File: src/rtl/aps_pkg.sv
package aps_pkg;

    typedef enum logic [1:0] {
        ST_IDLE = 2'd0,
        ST_LEAD = 2'd1,
        ST_ACT  = 2'd2,
        ST_PAD  = 2'd3
    } aps_state_e;

    typedef enum logic [1:0] {
        AM_NONE   = 2'd0,
        AM_FULL   = 2'd1,
        AM_SHARED = 2'd2,
        AM_RSVD   = 2'd3
    } aps_amode_e;

    // Convert the scale select code into a repeat factor (1..3).
    function automatic logic [1:0] scale_factor(input logic [1:0] code);
        case (code)
            2'd1:    return 2'd2;
            2'd2:    return 2'd3;
            default: return 2'd1;
        endcase
    endfunction

endpackage

File: src/rtl/aps_attr_buf.sv
module aps_attr_buf #(
    parameter int DEPTH = 40,
    parameter int AW    = 7,
    parameter int DW    = 8
) (
    input  logic          clk,
    input  logic          we,
    input  logic [AW-1:0] waddr,
    input  logic [DW-1:0] wdata,
    input  logic [AW-1:0] raddr,
    output logic [DW-1:0] rdata
);

    logic [DW-1:0] ent_q [DEPTH];

    for (genvar i = 0; i < DEPTH; i++) begin : g_ent
        logic [DW-1:0] ent_d;
        always_comb begin
            ent_d = ent_q[i];
            if (we && (waddr == AW'(i))) ent_d = wdata;
        end
        always_ff @(posedge clk) begin
            ent_q[i] <= ent_d;
        end
    end

    always_comb begin
        rdata = '0;
        for (int j = 0; j < DEPTH; j++) begin
            if (raddr == AW'(j)) rdata = ent_q[j];
        end
    end

endmodule

File: src/rtl/aps_color_sel.sv
module aps_color_sel #(
    parameter int COLOR_W = 4
) (
    input  logic [7:0]         attr,
    input  logic               attr_on,
    input  logic               shared,
    input  logic               odd,
    output logic [COLOR_W-1:0] fg,
    output logic [COLOR_W-1:0] bg
);

    logic [3:0] nib;

    always_comb begin
        nib = odd ? attr[3:0] : attr[7:4];
        if (!attr_on) begin
            fg = COLOR_W'(1);
            bg = '0;
        end else if (shared) begin
            fg = COLOR_W'(nib[3:2]);
            bg = COLOR_W'(nib[1:0]);
        end else begin
            fg = COLOR_W'(attr[7:4]);
            bg = COLOR_W'(attr[3:0]);
        end
    end

endmodule

File: src/rtl/attr_pixel_serializer.sv
module attr_pixel_serializer
    import aps_pkg::*;
#(
    parameter int LINE_PIX = 640,
    parameter int LEAD_CYC = 8,
    parameter int COLOR_W  = 4
) (
    input  logic               clk,
    input  logic               rst_n,
    input  logic               line_start,
    input  logic [1:0]         scale_sel,
    input  logic [1:0]         attr_mode,
    input  logic               first_row,
    output logic               fetch_req,
    output logic               fetch_attr,
    output logic [6:0]         fetch_col,
    input  logic [7:0]         fetch_data,
    output logic               pix_valid,
    output logic               pix_blank,
    output logic [COLOR_W-1:0] pix_color
);

    localparam int BYTE_PIX   = 8;
    localparam int COLS1      = LINE_PIX / BYTE_PIX;
    localparam int COLS2      = LINE_PIX / (2 * BYTE_PIX);
    localparam int COLS3      = LINE_PIX / (3 * BYTE_PIX);
    localparam int PAD3       = LINE_PIX - COLS3 * 3 * BYTE_PIX;
    localparam int ABUF_DEPTH = COLS2;
    localparam int COL_W      = 7;
    localparam int SEG_MAX    = (LEAD_CYC > 3 * BYTE_PIX) ? LEAD_CYC : 3 * BYTE_PIX;
    localparam int CNT_MAX    = (PAD3 > SEG_MAX) ? PAD3 : SEG_MAX;
    localparam int PH_W       = $clog2(CNT_MAX + 1);
    localparam int MAX_FETCH  = LINE_PIX / BYTE_PIX;

    typedef struct packed {
        aps_state_e         st;
        logic [PH_W-1:0]    phase;
        logic [1:0]         sub;
        logic [COL_W-1:0]   col;
        logic [7:0]         bmp_cur;
        logic [7:0]         bmp_next;
        logic [COLOR_W-1:0] fg;
        logic [COLOR_W-1:0] bg;
        logic [1:0]         scale;
        aps_amode_e         amode;
        logic               first;
        logic               req;
        logic               req_attr;
        logic [COL_W-1:0]   req_col;
    } ser_t;

    ser_t q, d;

    logic               active_seg, attr_on, shared, more;
    logic               want_attr, want_bmp;
    logic [PH_W-1:0]    seg_last;
    logic [COL_W-1:0]   nxt, cols_cur, raddr;
    logic [7:0]         attr_rd;
    logic [COLOR_W-1:0] fg_sel, bg_sel;

    aps_attr_buf #(.DEPTH(ABUF_DEPTH), .AW(COL_W), .DW(8)) u_buf (
        .clk   (clk),
        .we    (q.req && q.req_attr),
        .waddr (q.req_col),
        .wdata (fetch_data),
        .raddr (raddr),
        .rdata (attr_rd)
    );

    aps_color_sel #(.COLOR_W(COLOR_W)) u_csel (
        .attr    (attr_rd),
        .attr_on (attr_on),
        .shared  (shared),
        .odd     (nxt[0]),
        .fg      (fg_sel),
        .bg      (bg_sel)
    );

    always_comb begin
        active_seg = (q.st == ST_LEAD) || (q.st == ST_ACT);
        attr_on    = ((q.amode == AM_FULL) || (q.amode == AM_SHARED)) && (q.scale != 2'd1);
        shared     = (q.amode == AM_SHARED);
        nxt        = (q.st == ST_LEAD) ? '0 : q.col + 1'b1;
        case (q.scale)
            2'd2:    begin seg_last = PH_W'(2 * BYTE_PIX - 1); cols_cur = COL_W'(COLS2); end
            2'd3:    begin seg_last = PH_W'(3 * BYTE_PIX - 1); cols_cur = COL_W'(COLS3); end
            default: begin seg_last = PH_W'(BYTE_PIX - 1);     cols_cur = COL_W'(COLS1); end
        endcase
        if (q.st == ST_LEAD) seg_last = PH_W'(LEAD_CYC - 1);
        more      = (nxt < cols_cur);
        raddr     = shared ? {nxt[COL_W-1:1], 1'b0} : nxt;
        want_attr = active_seg && (q.phase == PH_W'(1)) && attr_on && q.first && more
                    && (!shared || !nxt[0]);
        want_bmp  = active_seg && (q.phase == seg_last - PH_W'(2)) && more;
    end

    always_comb begin
        d          = q;
        d.req      = want_attr || want_bmp;
        d.req_attr = want_attr;
        d.req_col  = nxt;
        if (q.req && !q.req_attr) d.bmp_next = fetch_data;
        case (q.st)
            ST_IDLE: begin
                if (line_start) begin
                    d.st    = ST_LEAD;
                    d.phase = '0;
                    d.scale = scale_factor(scale_sel);
                    d.amode = aps_amode_e'(attr_mode);
                    d.first = first_row;
                end
            end
            ST_LEAD: begin
                d.phase = q.phase + 1'b1;
                if (q.phase == seg_last) begin
                    d.st      = ST_ACT;
                    d.phase   = '0;
                    d.sub     = '0;
                    d.col     = '0;
                    d.bmp_cur = q.bmp_next;
                    d.fg      = fg_sel;
                    d.bg      = bg_sel;
                end
            end
            ST_ACT: begin
                d.phase = q.phase + 1'b1;
                if (q.sub == q.scale - 2'd1) begin
                    d.sub     = '0;
                    d.bmp_cur = {q.bmp_cur[6:0], 1'b0};
                end else begin
                    d.sub = q.sub + 2'd1;
                end
                if (q.phase == seg_last) begin
                    if (more) begin
                        d.phase   = '0;
                        d.sub     = '0;
                        d.col     = nxt;
                        d.bmp_cur = q.bmp_next;
                        d.fg      = fg_sel;
                        d.bg      = bg_sel;
                    end else if ((q.scale == 2'd3) && (PAD3 > 0)) begin
                        d.st    = ST_PAD;
                        d.phase = '0;
                    end else begin
                        d.st = ST_IDLE;
                    end
                end
            end
            default: begin
                d.phase = q.phase + 1'b1;
                if (q.phase == PH_W'(PAD3 - 1)) d.st = ST_IDLE;
            end
        endcase
    end

    always_ff @(posedge clk or negedge rst_n) begin
        if (!rst_n) begin
            q       <= '0;
            q.st    <= ST_IDLE;
            q.amode <= AM_NONE;
            q.scale <= 2'd1;
        end else begin
            q <= d;
        end
    end

    assign fetch_req  = q.req;
    assign fetch_attr = q.req_attr;
    assign fetch_col  = q.req_col;
    assign pix_valid  = (q.st == ST_ACT) || (q.st == ST_PAD);
    assign pix_blank  = (q.st == ST_PAD);
    assign pix_color  = (q.st == ST_ACT) ? (q.bmp_cur[7] ? q.fg : q.bg) : '0;

    // Checker counters: valid pixels and memory requests within the current line.
    logic [10:0] vcnt_q;
    logic [7:0]  fcnt_q;
    always_ff @(posedge clk or negedge rst_n) begin
        if (!rst_n) begin
            vcnt_q <= '0;
            fcnt_q <= '0;
        end else if (line_start && (q.st == ST_IDLE)) begin
            vcnt_q <= '0;
            fcnt_q <= '0;
        end else begin
            if (pix_valid) vcnt_q <= vcnt_q + 11'd1;
            if (fetch_req) fcnt_q <= fcnt_q + 8'd1;
        end
    end

    assert_line_len_R1: assert property (@(posedge clk) disable iff (!rst_n)
        $fell(pix_valid) |-> (vcnt_q == 11'(LINE_PIX)));

    assert_blank_dark_R4: assert property (@(posedge clk) disable iff (!rst_n)
        pix_blank |-> (pix_valid && (pix_color == '0)));

    assert_no_back2back_R5: assert property (@(posedge clk) disable iff (!rst_n)
        fetch_req |=> !fetch_req);

    assert_fetch_budget_R5: assert property (@(posedge clk) disable iff (!rst_n)
        fetch_req |-> (fcnt_q < 8'(MAX_FETCH)));

    assert_attr_in_buf_R6: assert property (@(posedge clk) disable iff (!rst_n)
        (fetch_req && fetch_attr) |-> (fetch_col < 7'(ABUF_DEPTH)));

    assert_shared_even_R7: assert property (@(posedge clk) disable iff (!rst_n)
        (fetch_req && fetch_attr && (q.amode == AM_SHARED)) |-> !fetch_col[0]);

endmodule

File: config.mk
export PLATFORM = sky130hd
export DESIGN_NAME = attr_pixel_serializer
export DESIGN_NICKNAME = d
export VERILOG_FILES = /design/src/rtl/aps_pkg.sv /design/src/rtl/aps_attr_buf.sv /design/src/rtl/aps_color_sel.sv /design/src/rtl/attr_pixel_serializer.sv
export SDC_FILE = /design/constraint.sdc
export NUM_CORES = 1
export LEC_CHECK = 0
export ABC_AREA = 1
export CORE_ASPECT_RATIO = 0.7
export CORE_UTILIZATION = 45
export DETAILED_ROUTE_END_ITERATION = 12
export PLACE_DENSITY_LB_ADDON = 0.08
export SLEW_MARGIN = 20
export SYNTH_ARGS = -nofsm -noshare
export SYNTH_HDL_FRONTEND = slang
export SYNTH_HIERARCHICAL = 1
export SYNTH_SLANG_ARGS = --single-unit
File: constraint.sdc
create_clock -name clk -period 4.71 [get_ports clk]
set_input_delay 0.942 -clock clk [delete_from_list [all_inputs] [get_ports clk]]
set_output_delay 0.942 -clock clk [all_outputs]
set_load 0.02 [all_outputs]
==> reports/metrics.cfg, run 1 <==
[floorplan]
fp.dieArea_sq_um=36700
core_sq_um=35000
ioPinCount=31
num_rows=57
die_y_um=161
start_util=0.462
die_x_um=229

[final_layout]
syn_to_final_growth_pct=15.6
final_common_cell=nand2_1
drive_above_1_share=0.147
fin_util=0.534
final_cell_mix=nand2_1 (412), edfxtp_1 (320), nor2_1 (153), inv_1 (149), nand4_1 (65)
instances_no_fill=2093
insertedDiodeCount=0
nets=1627

[synth]
avgSynthCellArea_sq_um=10.9
netlist_area_sq_um=16200
yosys_register_bits=374
ys_types=43
netlist.top_cell.by_area=edfxtp_1
seq_area_frac_synth=0.677
synth-edff-count=320
synth_ff_type=edfxtp_1
synth_area_leaders=edfxtp_1 (59%), nand2_1 (9.6%), dfrtp_1 (8.2%)
yosysTopAreaCellShare=0.594
synth_async_sr_flop_share=0.144
synth_nets=1516
syn_inst=1482
yosysWarnings=6

[timing]
setup_viol=0
setup_ws_ns=0.385
hold_viol=0
finalClockSkew_ns=0.0142
max_freq_mhz=231
finalCritPeriodShare=0.918
min_period_ns=4.32
maxSlewViolCount=0
maxSlewHeadroom=0.283
max_slew.worst_pin.slew_ns=1.07

[placed_design]
pre_cts_ws_ns=0.267
dpl.hpwl_um=28600
placed_cells=2014
io_buffer_count=30
globalplace.congestion=0.904

[critical_path]
crit_required_ns=5.11
critPathKind=reg -> reg
arrival_ns=4.73
crit_fanout=7
start_kind=flip-flop
endpoint_kind=flip-flop
crit_top_cell=nand2_1
crit_slowest_cell=dfrtp_2
cpPeakStageDelay_ns=0.44

[cts]
cts_root_buf=clkbuf_16
clk_pin_slew_ns=0.06
clock_sinks=374
clk_latency_ns=0.53
cts_buffers=38
h-tree-depth=2
tritoncts=yes
clockBufferDepth=3

[routing]
via_per_inst=5.29
drt_first_pass_iters=5
wl_per_cell_um=19.9
via_count=11100
drt_iter0_markers=1061
remaining_drc_errors=0
routed_wl_um=41600
ant_nets=0

[job]
max_cap_violations=0

[pwr]
ir_worst_vdd_uv=280
power_density_nw_per_um2=460
cellLeakagePower_nw=6.98
power_w=0.00861

[global_routing]
antenna_found_initial=0
overflow=0
grt_busiest_layer=met1
met1_usage=0.384
grt_first_pass_wirelength_um=63900
use_met2=0.304
grt_max_degree=47
grt_pass1_vias=10400
grtUsageMet3=0.0428
grt_usage=0.230

[hold_path]
hold_path_class=in -> async

[status]
status=finished, final reports clean

[area by class of cell]
type | count | area [sq um]
clock buffers | 47 | 1050
inverters | 169 | 637
flip-flops and latches | 374 | 11000
repair buffers | 89 | 706
well taps | 472 | 591
multi-input cells | 921 | 4530
fillers | 3028 | 16300
clock inverters | 21 | 226
[cell usage after synthesis, types with 2 or more instances]
cell / instances
nand3_1: 66
nand4_1: 65
buf_6: 4
or2_1: 5
a21oi_1: 49
buf_4: 7
o211ai_1: 2
nand3_2: 3
o21ai_1: 9
nand3_4: 4
edfxtp_1: 320
nor2_4: 6
nor2_1: 156
xor2_1: 3
nand2_1: 413
nand2_4: 2
mux2_2: 9
o22ai_1: 2
dfrtp_1: 53
nand2_2: 9
o21ai_0: 26
or2_2: 33
or2_0: 11
nor2_2: 15
o21bai_1: 3
clkbuf_1: 3
ha_1: 18
inv_2: 17
inv_1: 152
buf_2: 4
[path summary, 6_finish.rpt]
path	start	endpoint	slack [ns]	depth (start not counted)
worst max-delay path	q[39]	q[18]	0.39	36
worst min-delay path	rst_n	q[41]	0.27	1
worst max register to register	q[39]	q[18]	0.39	36
worst min register to register	q[32]	q[32]	0.48	2
max in group asynchronous	rst_n	q[39]	3.52	2
min in group clk	q[32]	q[32]	0.48	2
[registers in the layout, summed over array words and instances (netlist names)]
name and count:
fetch_col 7, fetch_req 1, q 45, fetch_attr 1, u_buf/ent_q 320
[routing by layer]
layer,share of wire,up-vias
met4,0.014,0
met5,0,-
met1,0.52,5423
li1,-,5214
met3,0.072,39
met2,0.40,401
[worst max-delay path, delay by kind of cell, from the launching register on]
family	cells	cell delay (ns)
AOI/OAI and AO/OA	2	0.19
adders and majority gates	1	0.18
buffers and inverters	7	0.80
and+or+nand+nor	26	2.59
DFF	1	0.44
[power by group]
group          switching [W]  leakage [nW]  internal, W  total, W
registers          0.0000957          3.59      0.00370   0.00380
logic                0.00113          2.77     0.000575   0.00171
clock network        0.00125         0.623      0.00185   0.00311
[cell families after synthesis]
kind of cell / after synthesis / synth area share
buffers and inverters: 187 / 0.0472
adder cells (fa/ha/maj): 18 / 0.0139
XOR/XNOR: 4 / 0.00216
multiplexers: 9 / 0.00626
flip-flops: 374 / 0.677
AND/OR/NAND/NOR: 792 / 0.221
AO/OA/AOI/OAI: 98 / 0.0325
[metrics by stage]
stage / area (sq um) / setup TNS, ns / hold WS (ns)
floorplan: 16200 / 0 / 0.449
global placement: 17300 / 0 / 0.470
global route: 18700 / -0.00844 / 0.269
CTS: 18500 / 0 / 0.247
finish: 18700 / 0 / 0.266
detailed placement: 17300 / 0 / 0.468
[what timing repair did]
item / CTS / global route
hold buffers: 0 / 0
gates resized for setup: 0 / 23
buffers inserted: 0 / 11
setup endpoints to repair: 0 / 5
Note: power is estimated with default switching activity, not from simulation.
==> run 2, diff against run 1 <==
--- a/config.mk
+++ b/config.mk
@@ -5,9 +5,9 @@
 export SDC_FILE = /design/constraint.sdc
 export NUM_CORES = 1
 export LEC_CHECK = 0
-export ABC_AREA = 1
 export CORE_ASPECT_RATIO = 0.7
 export CORE_UTILIZATION = 45
+export CTS_CLUSTER_SIZE = 24
 export DETAILED_ROUTE_END_ITERATION = 12
 export PLACE_DENSITY_LB_ADDON = 0.08
 export SLEW_MARGIN = 20
==> reports/metrics.cfg, run 2 <==
[synth]
netlist.top_cell.by_area=edfxtp_1  ; unchanged
ys_types=100  ; was 43
netlist_area_sq_um=17100  ; was 16200 sq um
synth_ff_type=edfxtp_1  ; unchanged
synth.most_common_cell=edfxtp_1  ; was nand2_1
syn_inst=1310  ; was 1482
yosysTopAreaCellShare=0.561  ; was 0.594
synth_common_cells=edfxtp_1 (320), nor2_1 (111), nand2_1 (82)  ; was nand2_1 (413), edfxtp_1 (320), nor2_1 (156)
synth_async_sr_flop_share=0.144  ; unchanged
seq_area_frac_synth=0.640  ; was 0.677
synth_nets=1344  ; was 1516
synth-edff-count=320  ; unchanged
synth_area_leaders=edfxtp_1 (56%), dfrtp_1 (7.7%), mux2i_1 (2.7%)  ; was edfxtp_1 (59%), nand2_1 (9.6%), dfrtp_1 (8.2%)
yosysWarnings=6  ; unchanged
avgSynthCellArea_sq_um=13.1  ; was 10.9 sq um
yosys_register_bits=374  ; unchanged

[critical_path]
crit_slowest_cell=nor3_1  ; was dfrtp_2
arrival_ns=5.11  ; was 4.73 ns
cpPeakStageDelay_ns=0.68  ; was 0.44 ns
path_buf_inv=0  ; was 7
critPathKind=reg -> reg  ; unchanged
start_kind=flip-flop  ; unchanged
endpoint_kind=flip-flop  ; unchanged
reg2reg_to=q[18]  ; unchanged
rr_startpoint=q[38]  ; was q[39]
cp_top_family=simple AND/OR/NAND/NOR gates  ; unchanged
crit_chain=ha_1 -> and3_1 -> nand3_1 -> xor2_1 -> nor2_1 -> nor3_1 -> nand2_1 -> a211oi_1 -> nor4b_1 -> o21ai_0 -> a2111oi_1 -> o21a_1 -> mux2i_1 -> a31oi_1 -> mux2_2
r2r_cells=15  ; was 36
crit_start=q[38]  ; was q[39]
r2r_slack_ns=0.03  ; was 0.39 ns
crit_fanout=13  ; was 7
crit_end=q[18]  ; unchanged
crit_required_ns=5.15  ; was 5.11 ns
cp.depth=15  ; was 36

[cts]
tritoncts=yes  ; unchanged
h-tree-depth=2  ; unchanged
clk_pin_slew_ns=0.06  ; about the same
clock_sinks=374  ; unchanged
cts_buffers=39  ; was 38
clk_latency_ns=0.56  ; was 0.53 ns
cts_root_buf=clkbuf_16  ; unchanged
clockBufferDepth=3  ; unchanged
postCtsHoldBufs=0  ; unchanged

[routing]
via_count=11900  ; was 11100
drt_iter0_markers=1589  ; was 1061
via_per_inst=6.38  ; was 5.29
remaining_drc_errors=0  ; unchanged
drt_first_pass_iters=6  ; was 5
wl_per_cell_um=29.5  ; was 19.9 um
ant_nets=0  ; unchanged
routed_wl_um=55100  ; was 41600 um

[pwr]
ir_worst_vdd_uv=315  ; was 280 uV
p_int_w=0.00532  ; was 0.00613 W
power.share.sequential=0.540  ; was 0.441
cellLeakagePower_nw=6.51  ; was 6.98 nW
p_sw_frac=0.204  ; was 0.288
clkPwrFrac=0.447  ; was 0.361
p_sw_w=0.00137  ; was 0.00248 W
power_density_nw_per_um2=348  ; was 460 nW/um^2
pwr-share-comb=0.013  ; was 0.198
power_w=0.00668  ; was 0.00861 W

[placed_design]
dpl_cell_area_sq_um=17900  ; was 17300 sq um
dpl.hpwl_um=36900  ; was 28600 um
placed_cells=1792  ; was 2014
globalplace.congestion=0.946  ; was 0.904
io_buffer_count=30  ; unchanged

[global_routing]
grt_usage=0.287  ; was 0.230
grt_pass1_vias=11400  ; was 10400
overflow=0  ; unchanged
antenna_found_initial=1  ; was 0
grt_first_pass_wirelength_um=80000  ; was 63900 um
grt_max_degree=63  ; was 47

[timing]
maxSlewViolCount=0  ; unchanged
rsz0062_at_grt=true
max_slew.worst_pin.slew_ns=1.17  ; was 1.07 ns
setup_viol=0  ; unchanged
fin_hold_ws_ns=0.486  ; was 0.266 ns
maxSlewHeadroom=0.219  ; was 0.283
fin_tns_setup_ns=0  ; unchanged
min_period_ns=4.68  ; was 4.32 ns
max_freq_mhz=214  ; was 231 MHz
finalCritPeriodShare=0.993  ; was 0.918
finalClockSkew_ns=0.0249  ; was 0.0142 ns
hold_viol=0  ; unchanged

[hold_path]
hold_path_class=reg -> reg  ; was in -> async

[final_layout]
top_register=u_buf/ent_q  ; unchanged
drive_above_1_share=0.144  ; was 0.147
instances_no_fill=1868  ; was 2093
fin_area_sq_um=19200  ; was 18700 sq um
nets=1383  ; was 1627
insertedDiodeCount=0  ; unchanged
final_cell_mix=edfxtp_1 (320), nor2_1 (108), nand2_1 (82), a21oi_1 (78), o21ai_0 (68)  ; was nand2_1 (412), edfxtp_1 (320), nor2_1 (153), inv_1 (149), nand4_1 (65)
largest_reg_flops=320  ; unchanged
syn_to_final_growth_pct=12.0  ; was 15.6%
final_common_cell=edfxtp_1  ; was nand2_1

[floorplan]
num_rows=59  ; was 57
start_util=0.459  ; was 0.462
fp.dieArea_sq_um=38900  ; was 36700 sq um
die_x_um=235  ; was 229 um
core_sq_um=37400  ; was 35000 sq um
ioPinCount=31  ; unchanged
die_y_um=165  ; was 161 um

[status]
status=finished, final reports clean  ; unchanged

[job]
max_cap_violations=0  ; unchanged

==> run 2: stage by stage <==
stage | setup slack [ns] | util
floorplan | 1.27 | -
CTS | 0.178 | 0.513
global placement | 0.158 | 0.480
finish | 0.0331 | 0.514
global route | -0.0153 | 0.514
detailed placement | 0.201 | 0.480
==> run 2: worst min-delay path by stage <==
stage,startpoint,to,slack (ns),cells after the start
final,q[22],q[30],0.49,1
after floorplan,q[22],q[30],0.46,1
after detailed placement,q[22],q[30],0.48,1
after global routing,q[22],q[30],0.53,1
after CTS,q[22],q[30],0.49,1
after global placement,q[22],q[30],0.47,1
==> run 2: layer usage <==
| metal | routed length (um) | track usage |
|---|---|---|
| met3 | 6860 | 0.0961 |
| met2 | 21800 | 0.385 |
| met5 | 0 | 0 |
| met1 | 25500 | 0.441 |
| met4 | 939 | 0.0636 |
==> run 2: cell families (layout without fill, tap and decap cells) <==
| logic type | after synthesis | count (layout) | share of synthesized area |
|---|---|---|---|
| adders and majority gates | 18 | 18 | 0.0131 |
| and+or+nand+nor | 365 | 365 | 0.109 |
| buffers and inverters | 109 | 179 | 0.0338 |
| DFF | 374 | 374 | 0.640 |
| xor gates and xnor gates | 12 | 12 | 0.00613 |
| AOI/OAI and AO/OA | 338 | 338 | 0.134 |
| muxes | 94 | 94 | 0.0637 |
==> run 2: timing repair <==
item                       4_1_cts  5_1_grt
setup endpoints to repair        0        2
resized for setup                0        3
buffers inserted                 0        4
==> run 2: power groups by stage <==
stage	logic [W]	registers, W	clock network (W)
finish	0.0000875	0.00361	0.00299
global route	0.0000964	0.00361	0.00316
CTS	0.0000908	0.00361	0.00303
detailed placement	0.0000904	0.00368	0
global placement	0.0000894	0.00368	0
floorplan	0.0000109	0.00367	0
==> run 2: layout make-up <==
cell class / instances / area (sq um)
Fill cell: 3234 / 18200
Sequential cell: 374 / 11000
Multi-Input combinational cell: 827 / 5640
Clock buffer: 61 / 1120
Timing Repair Buffer: 82 / 683
Tap cell: 488 / 611
Inverter: 25 / 93.8
Clock inverter: 11 / 90.1
==> run 2: worst register-to-register path: cells and delay by family, from the launching register on <==
| kind | cells | cell delay [ns] |
|---|---|---|
| simple gates | 6 | 1.86 |
| flops | 1 | 0.44 |
| mux | 2 | 0.44 |
| fa+ha+maj | 1 | 0.25 |
| compound gates | 5 | 1.44 |
| xor+xnor | 1 | 0.16 |
==> run 3, diff against run 2 <==
--- a/config.mk
+++ b/config.mk
@@ -9,9 +9,11 @@
 export CORE_UTILIZATION = 45
 export CTS_CLUSTER_SIZE = 24
 export DETAILED_ROUTE_END_ITERATION = 12
+export GPL_TIMING_DRIVEN = 0
 export PLACE_DENSITY_LB_ADDON = 0.08
 export SLEW_MARGIN = 20
 export SYNTH_ARGS = -nofsm -noshare
 export SYNTH_HDL_FRONTEND = slang
 export SYNTH_HIERARCHICAL = 1
 export SYNTH_SLANG_ARGS = --single-unit
+export TNS_END_PERCENT = 1
==> constraint.sdc (replaced) <==
create_clock -name clk -period 5.9 [get_ports clk]
set_input_delay 1.18 -clock clk [delete_from_list [all_inputs] [get_ports clk]]
set_output_delay 1.18 -clock clk [all_outputs]
set_load 0.02 [all_outputs]
==> reports/metrics.cfg, run 3 (synthesized netlist as in run 2, its figures left out) <==
[cts]
h-tree-depth=2  ; unchanged
postCtsHoldBufs=0  ; unchanged
tritoncts=yes  ; unchanged
cts_buffers=37  ; was 39
postCtsSetupBuffers=0  ; unchanged
clock_sinks=374  ; unchanged
clockBufferDepth=3  ; unchanged
cts_root_buf=clkbuf_16  ; unchanged
clk_latency_ns=0.55  ; was 0.56 ns
clk_pin_slew_ns=0.06  ; about the same
ctsResizeCount=0  ; unchanged

[critical_path]
crit_required_ns=6.33  ; was 5.15 ns
arrival_ns=6.00  ; was 5.11 ns
crit_top_cell=o21ai_0
critPathKind=reg -> reg  ; unchanged
endpoint_kind=flip-flop  ; unchanged
cpPeakStageDelay_ns=0.92  ; was 0.68 ns
crit_slowest_cell=nor2_1  ; was nor3_1
crit_fanout=12  ; was 13
crit_chain=ha_1 -> buf_2 -> buf_1 -> nor2_1 -> nor3_1 -> nand2_1 -> clkbuf_1 -> o21ai_0 -> o2bb2ai_1 -> o311a_1 -> a211oi_1 -> o21ai_0 -> mux2i_1 -> a31oi_1 -> mux2_2  ; was ha_1 -> and3_1 -> nand3_1 -> xor2_1 -> nor2_1 -> nor3_1 -> nand2_1 -> a211oi_1 -> nor4b_1 -> o21ai_0 -> a2111oi_1 -> o21a_1 -> mux2i_1 -> a31oi_1 -> mux2_2
start_kind=flip-flop  ; unchanged

[floorplan]
start_util=0.459  ; unchanged
num_rows=59  ; unchanged
die_y_um=165  ; unchanged
core_sq_um=37400  ; unchanged
die_x_um=235  ; unchanged
fp.dieArea_sq_um=38900  ; unchanged
ioPinCount=31  ; unchanged

[pwr]
p_sw_w=0.00109  ; was 0.00137 W
ir_worst_vdd_uv=185  ; was 315 uV
p_int_w=0.00430  ; was 0.00532 W
power_density_nw_per_um2=277  ; was 348 nW/um^2
p_sw_frac=0.203  ; was 0.204
power.share.sequential=0.534  ; was 0.540
pwr-share-comb=0.015  ; was 0.013
clkPwrFrac=0.451  ; was 0.447
cellLeakagePower_nw=6.65  ; was 6.51 nW

[timing]
rsz0062_at_grt=false  ; was true
fin_hold_ws_ns=0.496  ; was 0.486 ns
max_freq_mhz=180  ; was 214 MHz
finalCritPeriodShare=0.943  ; was 0.993
min_period_ns=5.56  ; was 4.68 ns
maxSlewHeadroom=0.211  ; was 0.219
finalClockSkew_ns=0.0239  ; was 0.0249 ns
fin_tns_setup_ns=0  ; unchanged
maxSlewViolCount=0  ; unchanged
setup_viol=0  ; unchanged
max_slew.worst_pin.slew_ns=1.18  ; was 1.17 ns
hold_viol=0  ; unchanged

[global_routing]
grt_first_pass_wirelength_um=84900  ; was 80000 um
antenna_found_initial=2  ; was 1
met1_usage=0.470  ; was 0.441
grt_pass1_vias=11600  ; was 11400
grt_busiest_layer=met1  ; unchanged
overflow=0  ; unchanged
grt_usage=0.311  ; was 0.287
grtUsageMet3=0.0939  ; was 0.0961
grt_max_degree=55  ; was 63
use_met2=0.425  ; was 0.385

[final_layout]
fin_util=0.521  ; was 0.514
syn_to_final_growth_pct=13.6  ; was 12.0%
drive_above_1_share=0.161  ; was 0.144
fillCellCount=3219  ; was 3234
final_common_cell=edfxtp_1  ; unchanged
nets=1425  ; was 1383
top_register=u_buf/ent_q  ; unchanged
final_cell_mix=edfxtp_1 (320), nor2_1 (106), nand2_1 (82), a21oi_1 (78), o21ai_0 (69)  ; was edfxtp_1 (320), nor2_1 (108), nand2_1 (82), a21oi_1 (78), o21ai_0 (68)
largest_reg_flops=320  ; unchanged

[routing]
ant_nets=0  ; unchanged
remaining_drc_errors=0  ; unchanged
via_per_inst=6.55  ; was 6.38
drt_first_pass_iters=6  ; unchanged
wl_per_cell_um=31.7  ; was 29.5 um
drt_iter0_markers=1752  ; was 1589
via_count=12500  ; was 11900
routed_wl_um=60400  ; was 55100 um

[hold_path]
hold_path_class=reg -> reg  ; unchanged

[status]
status=finished, final reports clean  ; unchanged

[placed_design]
io_buffer_count=30  ; unchanged
globalplace.congestion=0.961  ; was 0.946
dpl.hpwl_um=41900  ; was 36900 um

[job]
max_cap_violations=0  ; unchanged

-- run 3: metrics by stage --
stage / cell area (sq um) / instances / power, W / worst slack [ns]
floorplan: 17100 / 1310 / 0.00294 / 2.46
global placement: 18100 / 1828 / 0.00301 / 0.702
detailed placement: 18200 / 1840 / 0.00302 / 0.678
CTS: 19500 / 1907 / 0.00542 / 0.662
global route: 19500 / 1907 / 0.00552 / 0.197
finish: 19500 / 1908 / 0.00539 / 0.335
-- run 3: critical path, delay by kind of cell, from the launching register on --
kind            cells  cell delay, ns
compound gates      6            1.88
buf+inv             3            0.95
fa+ha+maj           1            0.22
flops               1            0.41
simple gates        3            1.48
mux                 2            0.50
-- run 3: worst paths after layout --
path	start	to	slack (ns)	cells after the start
worst max-delay path	q[52]	q[18]	0.34	15
worst min-delay path	q[22]	q[30]	0.50	1
worst max register to register	q[52]	q[18]	0.34	15
worst min register to register	q[22]	q[30]	0.50	1
max in group asynchronous	rst_n	q[25]	4.76	1
min in group asynchronous	rst_n	q[9]	0.69	1
-- run 3: final cells by class --
class | count | area [sq um] | area share
clock inverter | 20 | 200 | 0.0103
inverter | 25 | 93.8 | 0.00482
sequential | 374 | 11000 | 0.563
antenna | 1 | 2.50 | 0.000129
clock buffer | 47 | 1020 | 0.0522
timing repair buffer | 42 | 463 | 0.0238
tap | 488 | 611 | 0.0314
buffer | 84 | 487 | 0.0250
multi-input combinational | 827 | 5630 | 0.289
-- run 3: metal layers --
layer / vias up / share of wire
li1: 5219 / -
met4: 0 / 0.028
met5: - / 0
met2: 855 / 0.40
met3: 121 / 0.13
met1: 6308 / 0.45
-- run 3: power groups by stage --
stage	Clock (W)	Sequential, W	Combinational, W
2_1_floorplan	0	0.00293	0.00000869
3_3_place_gp	0	0.00294	0.0000694
3_5_place_dp	0	0.00293	0.0000829
4_1_cts	0.00246	0.00288	0.0000830
5_1_grt	0.00256	0.00288	0.0000881
6_report	0.00243	0.00288	0.0000818
